`config.mk`:
```
export PLATFORM = sky130hd
export DESIGN_NAME = pwr_key_seq
export DESIGN_NICKNAME = d
export VERILOG_FILES = /design/src/rtl/pks_pkg.sv /design/src/rtl/pks_key_fsm.sv /design/src/rtl/pks_switch_seq.sv /design/src/rtl/pks_irq_ctl.sv /design/src/rtl/pwr_key_seq.sv
export SDC_FILE = /design/constraint.sdc
export NUM_CORES = 1
export LEC_CHECK = 0
export BUFFER_PORTS_ARGS = -buffer_cell sky130_fd_sc_hd__buf_4
export CAP_MARGIN = 20
export CORE_ASPECT_RATIO = 0.75
export CORE_MARGIN = 1.5
export CORE_UTILIZATION = 50
export DETAILED_ROUTE_END_ITERATION = 10
export PLACE_DENSITY = 0.81
export RECOVER_POWER = 100
export SLEW_MARGIN = 20
export SYNTH_ARGS = -nofsm -noshare
export SYNTH_HDL_FRONTEND = slang
export SYNTH_SLANG_ARGS = --single-unit
```
`constraint.sdc`:
```
create_clock -name clk -period 5.4 [get_ports clk]
set_input_delay 0.27 -clock clk [delete_from_list [all_inputs] [get_ports clk]]
set_output_delay 0.27 -clock clk [all_outputs]
set_load 0.01 [all_outputs]
```
`src/rtl/pks_pkg.sv`:
```
package pks_pkg;
  // register offsets (software decodes these)
  localparam int A_ON_REQ  = 'h0C;
  localparam int A_OFF_REQ = 'h10;
  localparam int A_TRIG    = 'h44;
  localparam int A_IMASK   = 'h48;
  localparam int A_MODE    = 'h80;
  localparam int A_EVENT   = 'h88;
  localparam int A_STATUS  = 'h8C;

  // key words
  localparam int K_ARM  = 'hFF;
  localparam int K_ON1  = 'h05;
  localparam int K_ON2  = 'h50;
  localparam int K_OFF1 = 'h0A;
  localparam int K_OFF2 = 'hA0;

  // status layout
  localparam int ST_W       = 9;
  localparam int ST_DONE    = 0;
  localparam int ST_SWF_ON  = 2;
  localparam int ST_SWF_OFF = 3;

  typedef enum logic [1:0] {
    KEY_IDLE  = 2'd0,
    KEY_ARMED = 2'd1,
    KEY_ON    = 2'd2,
    KEY_OFF   = 2'd3
  } key_state_e;
endpackage

```
`src/rtl/pks_key_fsm.sv`:
```
module pks_key_fsm
  import pks_pkg::*;
#(
  parameter int DATA_W = 32
) (
  input  logic              clk,
  input  logic              rst_n,
  input  logic              trig_wr,
  input  logic [DATA_W-1:0] trig_data,
  output logic              commit_on,
  output logic              commit_off,
  output logic              fail_on,
  output logic              fail_off
);
  key_state_e state_q, state_d;

  always_comb begin
    state_d    = state_q;
    commit_on  = 1'b0;
    commit_off = 1'b0;
    fail_on    = 1'b0;
    fail_off   = 1'b0;
    if (trig_wr) begin
      case (state_q)
        KEY_IDLE: begin
          if (trig_data == DATA_W'(K_ARM)) state_d = KEY_ARMED;
        end
        KEY_ARMED: begin
          if (trig_data == DATA_W'(K_ON1))       state_d = KEY_ON;
          else if (trig_data == DATA_W'(K_OFF1)) state_d = KEY_OFF;
          else begin
            state_d  = KEY_IDLE;
            fail_on  = 1'b1;
            fail_off = 1'b1;
          end
        end
        KEY_ON: begin
          state_d = KEY_IDLE;
          if (trig_data == DATA_W'(K_ON2)) commit_on = 1'b1;
          else                             fail_on   = 1'b1;
        end
        KEY_OFF: begin
          state_d = KEY_IDLE;
          if (trig_data == DATA_W'(K_OFF2)) commit_off = 1'b1;
          else                              fail_off   = 1'b1;
        end
        default: state_d = KEY_IDLE;
      endcase
    end
  end

  always_ff @(posedge clk or negedge rst_n) begin
    if (!rst_n)       state_q <= KEY_IDLE;
    else if (trig_wr) state_q <= state_d;
  end
endmodule

```
`src/rtl/pks_switch_seq.sv`:
```
module pks_switch_seq #(
  parameter int N_DOM  = 8,
  parameter int SW_CYC = 16
) (
  input  logic             clk,
  input  logic             rst_n,
  input  logic             start,
  input  logic             dir,
  input  logic [N_DOM-1:0] req_mask,
  output logic             busy,
  output logic [N_DOM-1:0] mode,
  output logic [N_DOM-1:0] dom_done,
  output logic             seq_done
);
  localparam int CNT_W = (SW_CYC > 1) ? $clog2(SW_CYC) : 1;
  localparam logic [CNT_W-1:0] CNT_LAST = CNT_W'(SW_CYC - 1);

  logic [N_DOM-1:0] pend_q, pend_d, mode_q, mode_d;
  logic [CNT_W-1:0] cnt_q, cnt_d;
  logic             busy_q, busy_d, dir_q, dir_d;
  logic [N_DOM-1:0] cur_oh, rest;
  logic             last_tick;

  assign cur_oh    = pend_q & (~pend_q + N_DOM'(1));
  assign rest      = pend_q & ~cur_oh;
  assign last_tick = busy_q && (cnt_q == CNT_LAST);

  always_comb begin
    pend_d   = pend_q;
    mode_d   = mode_q;
    cnt_d    = cnt_q;
    busy_d   = busy_q;
    dir_d    = dir_q;
    dom_done = '0;
    seq_done = 1'b0;
    if (start) begin
      pend_d   = req_mask;
      dir_d    = dir;
      cnt_d    = '0;
      busy_d   = |req_mask;
      seq_done = ~|req_mask;
    end else if (busy_q) begin
      if (last_tick) begin
        dom_done = cur_oh;
        pend_d   = rest;
        mode_d   = dir_q ? (mode_q | cur_oh) : (mode_q & ~cur_oh);
        cnt_d    = '0;
        if (rest == '0) begin
          busy_d   = 1'b0;
          seq_done = 1'b1;
        end
      end else begin
        cnt_d = cnt_q + CNT_W'(1);
      end
    end
  end

  always_ff @(posedge clk or negedge rst_n) begin
    if (!rst_n) begin
      pend_q <= '0;
      mode_q <= '1;
      cnt_q  <= '0;
      busy_q <= 1'b0;
      dir_q  <= 1'b0;
    end else begin
      pend_q <= pend_d;
      mode_q <= mode_d;
      cnt_q  <= cnt_d;
      busy_q <= busy_d;
      dir_q  <= dir_d;
    end
  end

  assign busy = busy_q;
  assign mode = mode_q;
endmodule

```
`src/rtl/pks_irq_ctl.sv`:
```
module pks_irq_ctl #(
  parameter int N_DOM = 8,
  parameter int SW    = 9
) (
  input  logic             clk,
  input  logic             rst_n,
  input  logic [SW-1:0]    set_sts,
  input  logic [N_DOM-1:0] set_ev,
  input  logic             wr_sts,
  input  logic             wr_ev,
  input  logic             wr_imask,
  input  logic [SW-1:0]    wdata_sw,
  input  logic [N_DOM-1:0] wdata_ev,
  output logic [SW-1:0]    sts,
  output logic [N_DOM-1:0] ev,
  output logic [SW-1:0]    imask,
  output logic             irq
);
  logic [SW-1:0]    sts_q, sts_d, imask_q;
  logic [N_DOM-1:0] ev_q, ev_d;

  always_comb begin
    sts_d = wr_sts ? (sts_q & ~wdata_sw) : sts_q;
    sts_d = sts_d | set_sts;
    ev_d  = wr_ev ? (ev_q & ~wdata_ev) : ev_q;
    ev_d  = ev_d | set_ev;
  end

  always_ff @(posedge clk or negedge rst_n) begin
    if (!rst_n) begin
      sts_q <= '0;
      ev_q  <= '0;
    end else begin
      sts_q <= sts_d;
      ev_q  <= ev_d;
    end
  end

  always_ff @(posedge clk or negedge rst_n) begin
    if (!rst_n)        imask_q <= '1;
    else if (wr_imask) imask_q <= wdata_sw;
  end

  assign sts   = sts_q;
  assign ev    = ev_q;
  assign imask = imask_q;
  assign irq   = |(sts_q & ~imask_q);
endmodule

```
`src/rtl/pwr_key_seq.sv`:
```
module pwr_key_seq
  import pks_pkg::*;
#(
  parameter int               N_DOM    = 8,
  parameter int               SW_CYC   = 16,
  parameter int               ADDR_W   = 8,
  parameter int               DATA_W   = 32,
  parameter logic [N_DOM-1:0] AON_MASK = N_DOM'(3)
) (
  input  logic              clk,
  input  logic              rst_n,
  input  logic              bus_sel,
  input  logic              bus_en,
  input  logic              bus_wr,
  input  logic [ADDR_W-1:0] bus_addr,
  input  logic [DATA_W-1:0] bus_wdata,
  output logic [DATA_W-1:0] bus_rdata,
  output logic              irq_o
);
  // reset: asserted asynchronously, released after two clock edges
  logic [1:0] rst_sync_q;
  logic       rst_int_n;

  always_ff @(posedge clk or negedge rst_n) begin
    if (!rst_n) rst_sync_q <= 2'b00;
    else        rst_sync_q <= {rst_sync_q[0], 1'b1};
  end
  assign rst_int_n = rst_sync_q[1];

  // write decode
  logic wr_en, wr_on, wr_off, trig_wr, wr_imask, wr_ev, wr_sts;
  assign wr_en    = bus_sel & bus_en & bus_wr;
  assign wr_on    = wr_en && (bus_addr == ADDR_W'(A_ON_REQ));
  assign wr_off   = wr_en && (bus_addr == ADDR_W'(A_OFF_REQ));
  assign trig_wr  = wr_en && (bus_addr == ADDR_W'(A_TRIG));
  assign wr_imask = wr_en && (bus_addr == ADDR_W'(A_IMASK));
  assign wr_ev    = wr_en && (bus_addr == ADDR_W'(A_EVENT));
  assign wr_sts   = wr_en && (bus_addr == ADDR_W'(A_STATUS));

  // request registers
  logic [N_DOM-1:0] on_req_q, off_req_q;
  always_ff @(posedge clk or negedge rst_int_n) begin
    if (!rst_int_n) begin
      on_req_q  <= '0;
      off_req_q <= '0;
    end else begin
      if (wr_on)  on_req_q  <= bus_wdata[N_DOM-1:0];
      if (wr_off) off_req_q <= bus_wdata[N_DOM-1:0];
    end
  end

  // key detector
  logic key_commit_on, key_commit_off, key_fail_on, key_fail_off;
  pks_key_fsm #(.DATA_W(DATA_W)) u_key (
    .clk        (clk),
    .rst_n      (rst_int_n),
    .trig_wr    (trig_wr),
    .trig_data  (bus_wdata),
    .commit_on  (key_commit_on),
    .commit_off (key_commit_off),
    .fail_on    (key_fail_on),
    .fail_off   (key_fail_off)
  );

  // sequencer
  logic             seq_busy, seq_start, seq_dir, seq_done;
  logic [N_DOM-1:0] seq_req, cur_mode, dom_done;

  assign seq_start = (key_commit_on | key_commit_off) & ~seq_busy;
  assign seq_dir   = key_commit_on;
  assign seq_req   = key_commit_on ? on_req_q : (off_req_q & ~AON_MASK);

  pks_switch_seq #(.N_DOM(N_DOM), .SW_CYC(SW_CYC)) u_seq (
    .clk      (clk),
    .rst_n    (rst_int_n),
    .start    (seq_start),
    .dir      (seq_dir),
    .req_mask (seq_req),
    .busy     (seq_busy),
    .mode     (cur_mode),
    .dom_done (dom_done),
    .seq_done (seq_done)
  );

  // status and interrupt
  logic [ST_W-1:0]  sts_set, sts_q, imask_q;
  logic [N_DOM-1:0] ev_q;

  always_comb begin
    sts_set             = '0;
    sts_set[ST_DONE]    = seq_done;
    sts_set[ST_SWF_ON]  = key_fail_on  | (key_commit_on  & seq_busy);
    sts_set[ST_SWF_OFF] = key_fail_off | (key_commit_off & seq_busy);
  end

  pks_irq_ctl #(.N_DOM(N_DOM), .SW(ST_W)) u_irq (
    .clk      (clk),
    .rst_n    (rst_int_n),
    .set_sts  (sts_set),
    .set_ev   (dom_done),
    .wr_sts   (wr_sts),
    .wr_ev    (wr_ev),
    .wr_imask (wr_imask),
    .wdata_sw (bus_wdata[ST_W-1:0]),
    .wdata_ev (bus_wdata[N_DOM-1:0]),
    .sts      (sts_q),
    .ev       (ev_q),
    .imask    (imask_q),
    .irq      (irq_o)
  );

  // read mux
  always_comb begin
    bus_rdata = '0;
    case (bus_addr)
      ADDR_W'(A_ON_REQ):  bus_rdata[N_DOM-1:0] = on_req_q;
      ADDR_W'(A_OFF_REQ): bus_rdata[N_DOM-1:0] = off_req_q;
      ADDR_W'(A_IMASK):   bus_rdata[ST_W-1:0]  = imask_q;
      ADDR_W'(A_MODE):    bus_rdata[N_DOM-1:0] = cur_mode;
      ADDR_W'(A_EVENT):   bus_rdata[N_DOM-1:0] = ev_q;
      ADDR_W'(A_STATUS):  bus_rdata[ST_W-1:0]  = sts_q;
      default:            bus_rdata = '0;
    endcase
  end
endmodule

```
Word level (Yosys, flattened, before mapping)
Cells that the tools add are included.
- register bits after elaboration: 68
- bits in latches: 0
- RAM bits: 0
- ROM bits: 0
- input port bits: 45
- logic and storage cells: 114
- memories kept: 0
- add/sub/neg operators: 2
- multipliers: 0
- divide/modulo/power cells: 0
- order comparisons: 0
- equal/unequal tests: 17
- shift operators: 0
- mux-type cells: 41
- bitwise operators: 24
- reduce and logical (&&, ||, !) cells: 18
- operators by type and width (operator ; number):
    8-bit 2-to-1 mux ; 9
    32-bit by 8-bit equality test with 1-bit output (second input constant) ; 2
    8-bit case mux with 6 select lines ; 1
    8-bit bitwise AND ; 4
    32-bit by 3-bit equality test with 1-bit output (second input constant) ; 1
    32-bit by 4-bit equality test with 1-bit output (second input constant) ; 1
    32-bit by 7-bit equality test with 1-bit output (second input constant) ; 1
    8-bit equality test (second input constant) ; 3
    8-bit NOT ; 3
    1-bit 2-to-1 mux ; 20
    9-bit bitwise AND ; 2
    9-bit NOT ; 2
    8-bit by 7-bit equality test with 1-bit output (second input constant) ; 2
    8-bit OR ; 2
    4-bit 2-to-1 mux ; 3
    9-bit 2-to-1 mux ; 1
    9-bit by 4-bit OR with 9-bit output ; 1
    9-bit OR reduction ; 1
    8-bit by 1-bit adder with 8-bit output (second input constant) ; 1
    8-bit by 4-bit equality test with 1-bit output (second input constant) ; 1
    8-bit by 5-bit equality test with 1-bit output (second input constant) ; 1
    8-bit logical NOT ; 1
    8-bit OR reduction ; 1
    1-bit logical AND ; 7
    other kinds (17) ; 31

Depth between registers and ports, before layout
Gate-level depths: netlist of the first run.
- word-level depth: 11
- gate-level depth with buffers: 8

By module
From an unflattened synthesis of the first run, not the netlist that was laid out.
- cells, all modules: 394
- area total of the unflattened synthesis: 4020.1 um^2
- modules (own cells, without submodules) (module ; instances ; cells each ; area each (um^2) ; sequential area each (um^2)):
    pwr_key_seq ; 1 ; 144 ; 1467.7 ; 450.4
    pks_switch_seq ; 1 ; 110 ; 1147.4 ; 560.5
    pks_irq_ctl ; 1 ; 91 ; 1042.2 ; 661.9
    pks_key_fsm ; 1 ; 49 ; 362.8 ; 50.0

Worst setup path after synthesis of the first run
Ideal clock, no wire load.
- path kind: input -> register
- start point: input port bus_addr[5]
- end point: register u_irq.sts_q[0] (netlist: u_irq.sts[0])
- setup time: 126 ps
- arrival: 2160 ps
- required time: 5274 ps
- setup slack: 3114 ps
- stages: 6
- buffers on the path: 1
- path through: or4b_4 -> or4_1 -> buf_2 -> nor4_4 -> mux2i_1 -> a221o_1
- cells in the longest elaborated chain, start to end: 8
- elaborated cells on any way between the ends: 14
- those cells by class: eq/ne (2); mux (5); bitwise (3); reduce/logical (4)
- ends and longest elaborated chain (element ; line ; source):
    start, declared ; pwr_key_seq.sv:15 ; input logic [ADDR_W-1:0] bus_addr,
    8-bit by 7-bit equality test with 1-bit output ; pwr_key_seq.sv:35 ; assign trig_wr = wr_en && (bus_addr == ADDR_W'(A_TRIG));
    1-bit logical AND ; pwr_key_seq.sv:35 ;
    1-bit 2-to-1 mux ; pks_key_fsm.sv:23 ; if (trig_wr) begin
    8-bit 2-to-1 mux ; pwr_key_seq.sv:71 ; assign seq_req = key_commit_on ? on_req_q : (off_req_q & ~AON_MASK);
    8-bit OR reduction ; pks_switch_seq.sv:41 ; seq_done = ~|req_mask;
    1-bit logical NOT ; pks_switch_seq.sv:41 ;
    1-bit 2-to-1 mux ; pks_switch_seq.sv:36 ; if (start) begin
    9-bit by 4-bit OR with 9-bit output * ; pks_irq_ctl.sv:24 ; sts_d = sts_d | set_sts;
    named net u_irq.sts_d[0] ; pks_irq_ctl.sv:19 ; logic [SW-1:0] sts_q, sts_d, imask_q;
    end signal, assigned ; pks_irq_ctl.sv:34 ; sts_q <= sts_d;
    end, declared ; pks_irq_ctl.sv:19 ;
The timed path passes the listed nets; every way through them passes the cells marked *.
A chain may end at the register's enable or synchronous reset.

Worst setup path after layout of the first run
- start point: input port bus_addr[5]
- end point: register u_irq.imask_q[4] (netlist: u_irq.imask[4])
- cells in the longest elaborated chain, start to end: 2
- ends and longest elaborated chain (element ; line ; source):
    8-bit by 7-bit equality test with 1-bit output ; pwr_key_seq.sv:36 ; assign wr_imask = wr_en && (bus_addr == ADDR_W'(A_IMASK));
    1-bit logical AND ; pwr_key_seq.sv:36 ;
    end signal, assigned ; pks_irq_ctl.sv:41 ; else if (wr_imask) imask_q <= wdata_sw;
    end, declared ; pks_irq_ctl.sv:19 ;
No other way between the ends.

==> results of run 1 <==
==> kinds of logic (layout without fill, tap and decap cells) <==
family	count (synthesis)	after routing	share of synthesized area [%]
buffers and inverters	53	91	7.58
multiplexers	41	41	11.9
other	2	24	0.198
AO/OA/AOI/OAI	77	77	15.2
adder cells (fa/ha/maj)	8	8	2.50
flip-flops	68	68	45.4
AND/OR/NAND/NOR	120	120	17.0
XOR/XNOR	1	1	0.231
==> stage by stage <==
step / total power, mW / cells / instance area [µm²] / util [%]
after CTS: 1.02 / 531 / 4430 / 60.2
after global placement: 0.596 / 514 / 4210 / 57.2
after detailed placement: 0.599 / 514 / 4220 / 57.3
after global routing: 1.05 / 531 / 4350 / 59.1
final: 1.01 / 531 / 4350 / 59.1
after floorplan: 0.573 / 392 / 3880 / -
==> cell usage in the layout, fill, tap and decap left out, types with 12 or more instances in the layout <==
cell type,Yosys,routed
dfstp_2,17,16
nand3_1,14,14
mux2_2,32,32
dfrtp_1,51,50
a22oi_1,29,29
nor4_1,14,15
inv_1,17,17
clkbuf_1,10,13
nor3_1,11,12
nand2_1,38,38
conb_1,2,24
nor2_1,12,12
buf_4,23,41
==> worst paths after layout <==
| path | slack (ns) | endpoint | startpoint | cells past startpoint |
|---|---|---|---|---|
| worst max-delay path | 2.33 | u_irq.imask[4]$_DFFE_PN1P_ | bus_addr[5] | 5 |
| worst min-delay path | 0.17 | u_irq.sts[7]$_DFFE_PN0P_ | bus_wdata[7] | 2 |
| worst max register to register | 2.58 | u_irq.sts[0]$_DFF_PN0_ | u_key.state_q[0]$_DFFE_PN0P_ | 6 |
| worst min register to register | 0.36 | rst_sync_q[1]$_DFF_PN0_ | rst_sync_q[0]$_DFF_PN0_ | 0 |
| max in group asynchronous | 4.43 | u_seq.busy$_DFF_PN0_ | rst_sync_q[1]$_DFF_PN0_ | 1 |
| min in group asynchronous | 0.24 | rst_sync_q[0]$_DFF_PN0_ | rst_n | 2 |
==> power groups by stage <==
stage               Sequential [mW]  Clock, mW  Combinational (mW)
finish                        0.519      0.422              0.0698
global route                  0.519      0.456              0.0772
CTS                           0.519      0.430              0.0717
detailed placement            0.528          0              0.0710
global placement              0.528          0              0.0687
floorplan                     0.533          0              0.0391
==> area by class of cell <==
class	count	area [µm²]
flip-flops and latches	68	1720
well taps	101	126
fillers	646	3020
clock inverters	6	63.8
clock buffers	10	138
multi-input cells	271	1840
inverters	17	63.8
repair buffers	58	389
==> layer usage <==
metal / vias up / global-route usage [%] / share of wire [%]
met5: - / 0 / 0
met4: 0 / 7.92 / 1.6
met3: 18 / 6.31 / 9.4
met2: 187 / 39.2 / 47
met1: 1547 / 32.5 / 42
li1: 1444 / - / -
==> impl_metrics.ini, run 1 <==
[logic_synthesis]
post_synth_instance_area_um2 = 3800
synthTopCellsByCount = dfrtp_1, nand2_1, mux2_2
synth-main-ff-cell = dfrtp_1
synth_edf_count = 0
synth.area.top_cells = dfrtp_1, dfstp_2, mux2_2, a22oi_1, buf_4
yosysMostFrequentCell = dfrtp_1
async_flop_share_pct = 100
synthDistinctLibCells = 55
avgSynthCellArea_um2 = 10.3
ys_ff_latch = 68
yosysTopAreaCell = dfrtp_1
synth_cells = 370
netlist.area_leader.share_pct = 33.6
synth-seq-area-share_pct = 45.4
ys_warn_count = 0

[sta]
worst_slew_pin_slew_ns = 1.55
holdWs_ns = 0.169
min_period_over_period_pct = 56.9
fin_crit_ns = 3.07
fmax_mhz = 325
skew_ns = 0.00762
final_hold_viol_count = 0
setup_viol = 0
rsz0062_at_grt = no
fin_ws_ns = 2.33
finalSetupTns_ns = 0
maxSlewHeadroom_pct = -4.06
maxSlewViolCount = 11

[pwr]
p_clk_share_pct = 41.8
switching_share_pct = 23.9
power.density_nw_per_um2 = 232
intPower_mw = 0.769
seqPwrFrac_pct = 51.3
combPwrFrac_pct = 6.9
power_switching_mw = 0.241
leakage_nw = 1.90
ir_drop_mv = 0.144

[final_layout]
drive_above_1_share_pct = 27.0
n_antenna_cell = 0
syn2layout_area_growth_pct = 14.5
fin_nets = 476

[worst_setup_path]
cp_top_family = simple AND/OR/NAND/NOR gates
path_class = input port to flop
worstPathArrival_ns = 3.35
critPathMaxStageDelay_ns = 1.19
end_kind = flop
crit_slowest_cell = nor3_1
crit_chain = clkbuf_1, or4b_1, nor3_1, nand2_1, mux2_2
cp_num_buf_inv = 1
crit_required_ns = 5.67
crit_fanout = 10
critPathLaunchType = input port

[placement]
port_buffers = 54
place_congestion = 0.917
post-place-ws_ns = 2.72
dp_hpwl_um = 7060

[clock_network]
clk_path_buf_depth = 2
clock_sinks = 68
cts_tree = built
htreeDepth = 3
cts_buffers = 9
path_clk_slew_ns = 0.07
cts-hold-fix-buffers = 1
clk_latency_ns = 0.35
cts_root_buffer = clkbuf_8
cts_resized = 0
post_cts.repair.setup_buffers = 0

[floorplanning]
fp.dieArea_um2 = 8130
start_util_pct = 51.6
coreArea_um2 = 7360
num_rows = 27
die_y_um = 78.5
ioPinCount = 78
fp.dieW_um = 104

[outcome]
violations = capacitance limit, slew limit
status = complete, but fails checks

[grt]
grt_pass1_wl_um = 15300
antenna_found_initial = 0
grt_max_degree = 67
grt_pass1_vias = 2984
gr-usage-all-layers_pct = 24.4
grt.overflow.total = 0

[route]
wirelength_um = 9520
firstDrtPassIters = 5
ant_nets = 0
drc = 0
wl_per_cell_um = 17.9
vias_per_cell = 6.02
drtIter0Drc = 292
vias = 3196

[min_path]
hold_path_class = input port to flop

[flow_run]
maxCapViolCount = 1
Power figures use the tool's default switching activity.
==> run 2, diff against run 1 <==
--- a/config.mk
+++ b/config.mk
@@ -11,7 +11,7 @@
 export CORE_MARGIN = 1.5
 export CORE_UTILIZATION = 50
 export DETAILED_ROUTE_END_ITERATION = 10
-export PLACE_DENSITY = 0.81
+export PLACE_DENSITY = 0.84
 export RECOVER_POWER = 100
 export SLEW_MARGIN = 20
 export SYNTH_ARGS = -nofsm -noshare
==> constraint.sdc (replaced) <==
create_clock -name clk -period 2.8 [get_ports clk]
set_input_delay 0.14 -clock clk [delete_from_list [all_inputs] [get_ports clk]]
set_output_delay 0.14 -clock clk [all_outputs]
set_load 0.01 [all_outputs]
==> impl_metrics.ini, run 2 (synthesis gave the netlist of run 1 again) <==
[worst_setup_path]
r2r_slack_ns = 0.51
crit_required_ns = 3.04
r2r-start = u_seq.cnt_q[0]$_DFFE_PN0P_
critPathLaunchType = input port
cp_top_family = simple AND/OR/NAND/NOR gates
cp_num_buf_inv = 2
reg2reg_depth = 6
crit_slowest_cell = nor4_4
worstPathArrival_ns = 2.73
critPathMaxStageDelay_ns = 0.63
crit_fanout = 6
end_kind = flop
path_class = input port to flop
crit_chain = dlygate4sd3_1, clkbuf_1, nor4_1, nand4_1, nor4_4, mux2i_1, a221o_1

[clock_network]
htreeDepth = 3
clock_sinks = 68
clk_latency_ns = 0.35
cts-hold-fix-buffers = 2
clk_path_buf_depth = 2
cts_buffers = 9
path_clk_slew_ns = 0.08
cts_tree = built
cts_resized = 0
post_cts.repair.setup_buffers = 0
cts_root_buffer = clkbuf_8

[floorplanning]
fp.dieW_um = 104
ioPinCount = 78
num_rows = 27
start_util_pct = 51.6
fp.dieArea_um2 = 8130
die_y_um = 78.5
coreArea_um2 = 7360

[route]
drc = 0
vias_per_cell = 6.06
ant_nets = 0
wl_per_cell_um = 19.1
firstDrtPassIters = 5
vias = 3255
wirelength_um = 10300
drtIter0Drc = 274

[sta]
setup_viol = 0
worst_slew_pin_slew_ns = 1.20
fin_crit_ns = 2.49
fmax_mhz = 402
maxSlewViolCount = 0
final_hold_viol_count = 0
finalSetupTns_ns = 0
fin_ws_ns = 0.311
maxSlewHeadroom_pct = 20.0
holdWs_ns = 0.0188
rsz0062_at_grt = no
min_period_over_period_pct = 88.9
skew_ns = 0.00732

[grt]
grt.overflow.total = 0
grt_max_degree = 38
grt_pass1_vias = 3224
grt_pass1_wl_um = 16700
gr-usage-all-layers_pct = 26.7
antenna_found_initial = 0

[final_layout]
n_antenna_cell = 0
final_common_cell = dfrtp_1
drive_above_1_share_pct = 26.8
instances_no_fill = 537
fin_nets = 482
syn2layout_area_growth_pct = 16.6
n_fill_cell = 648
most-common-layout-cells = dfrtp_1, buf_4, nand2_1, mux2_2, a22oi_1

[outcome]
status = complete, no violations

[pwr]
ir_drop_mv = 0.259
switching_share_pct = 22.6
intPower_mw = 1.63
p_total_mw = 2.10
combPwrFrac_pct = 6.2
power.density_nw_per_um2 = 474
power_switching_mw = 0.475
seqPwrFrac_pct = 48.0
p_clk_share_pct = 45.8
leakage_nw = 1.96

[placement]
post-place-ws_ns = 0.311
post-place-cells = 519
place_congestion = 0.920
dp_hpwl_um = 7360
port_buffers = 54

[min_path]
min_path_cells = 2
min_to = u_irq.sts[4]$_DFFE_PN0P_
hold_path_class = input port to flop
hold_path_startpoint = bus_wdata[4]

[flow_run]
maxCapViolCount = 0
-- run 2: cell types whose count changed in the layout (fill, tap and decap cells not counted), sizes merged --
cell	previous run	this run
dlygate4sd3	1	2
clkbuf	26	31
bufinv	1	2
clkinv	3	0
clkinvlp	2	1
buf	41	44
-- run 2: metrics by stage --
step	utilization, %	instance area, µm²
5_1_grt	60.1	4430
2_1_floorplan	-	3880
4_1_cts	61.3	4520
6_report	60.1	4430
3_5_place_dp	57.9	4260
3_3_place_gp	57.9	4260
-- run 2: worst max path at each step --
stage	cells after the start	from	slack (ns)	endpoint
finish	7	bus_wdata[8]	0.31	u_irq.sts[0]$_DFF_PN0_
global route	7	bus_wdata[8]	0.13	u_seq.pend_q[4]$_DFFE_PN0P_
CTS	7	bus_wdata[8]	0.33	u_irq.sts[0]$_DFF_PN0_
detailed placement	6	bus_addr[5]	0.31	u_irq.sts[0]$_DFF_PN0_
global placement	6	bus_addr[5]	0.39	u_irq.sts[0]$_DFF_PN0_
floorplan	6	bus_addr[5]	0.64	u_irq.sts[0]$_DFF_PN0_
-- run 2: final cells by class --
cell class                      instances  area (µm²)  area share, %
Clock inverter                          3        67.6           1.53
Timing Repair Buffer                   64         423           9.55
Tap cell                              101         126           2.85
Inverter                               17        63.8           1.44
Clock buffer                           13         169           3.81
Sequential cell                        68        1720           38.9
Multi-Input combinational cell        271        1860           41.9
-- run 2: power groups by stage --
stage               clock, mW  combinational, mW  sequential (mW)
detailed placement          0              0.132             1.03
CTS                     0.968              0.135             1.01
floorplan                   0             0.0755             1.03
global placement            0              0.127             1.03
global route             1.01              0.143             1.01
finish                  0.961              0.131             1.01
-- run 2: routing by layer --
metal | global-route usage, % | share of wire, % | vias up
li1 | - | - | 1449
met3 | 8.14 | 11 | 19
met2 | 43.1 | 46 | 191
met4 | 7.22 | 1.5 | 0
met5 | 0 | 0 | -
met1 | 35.0 | 41 | 1596
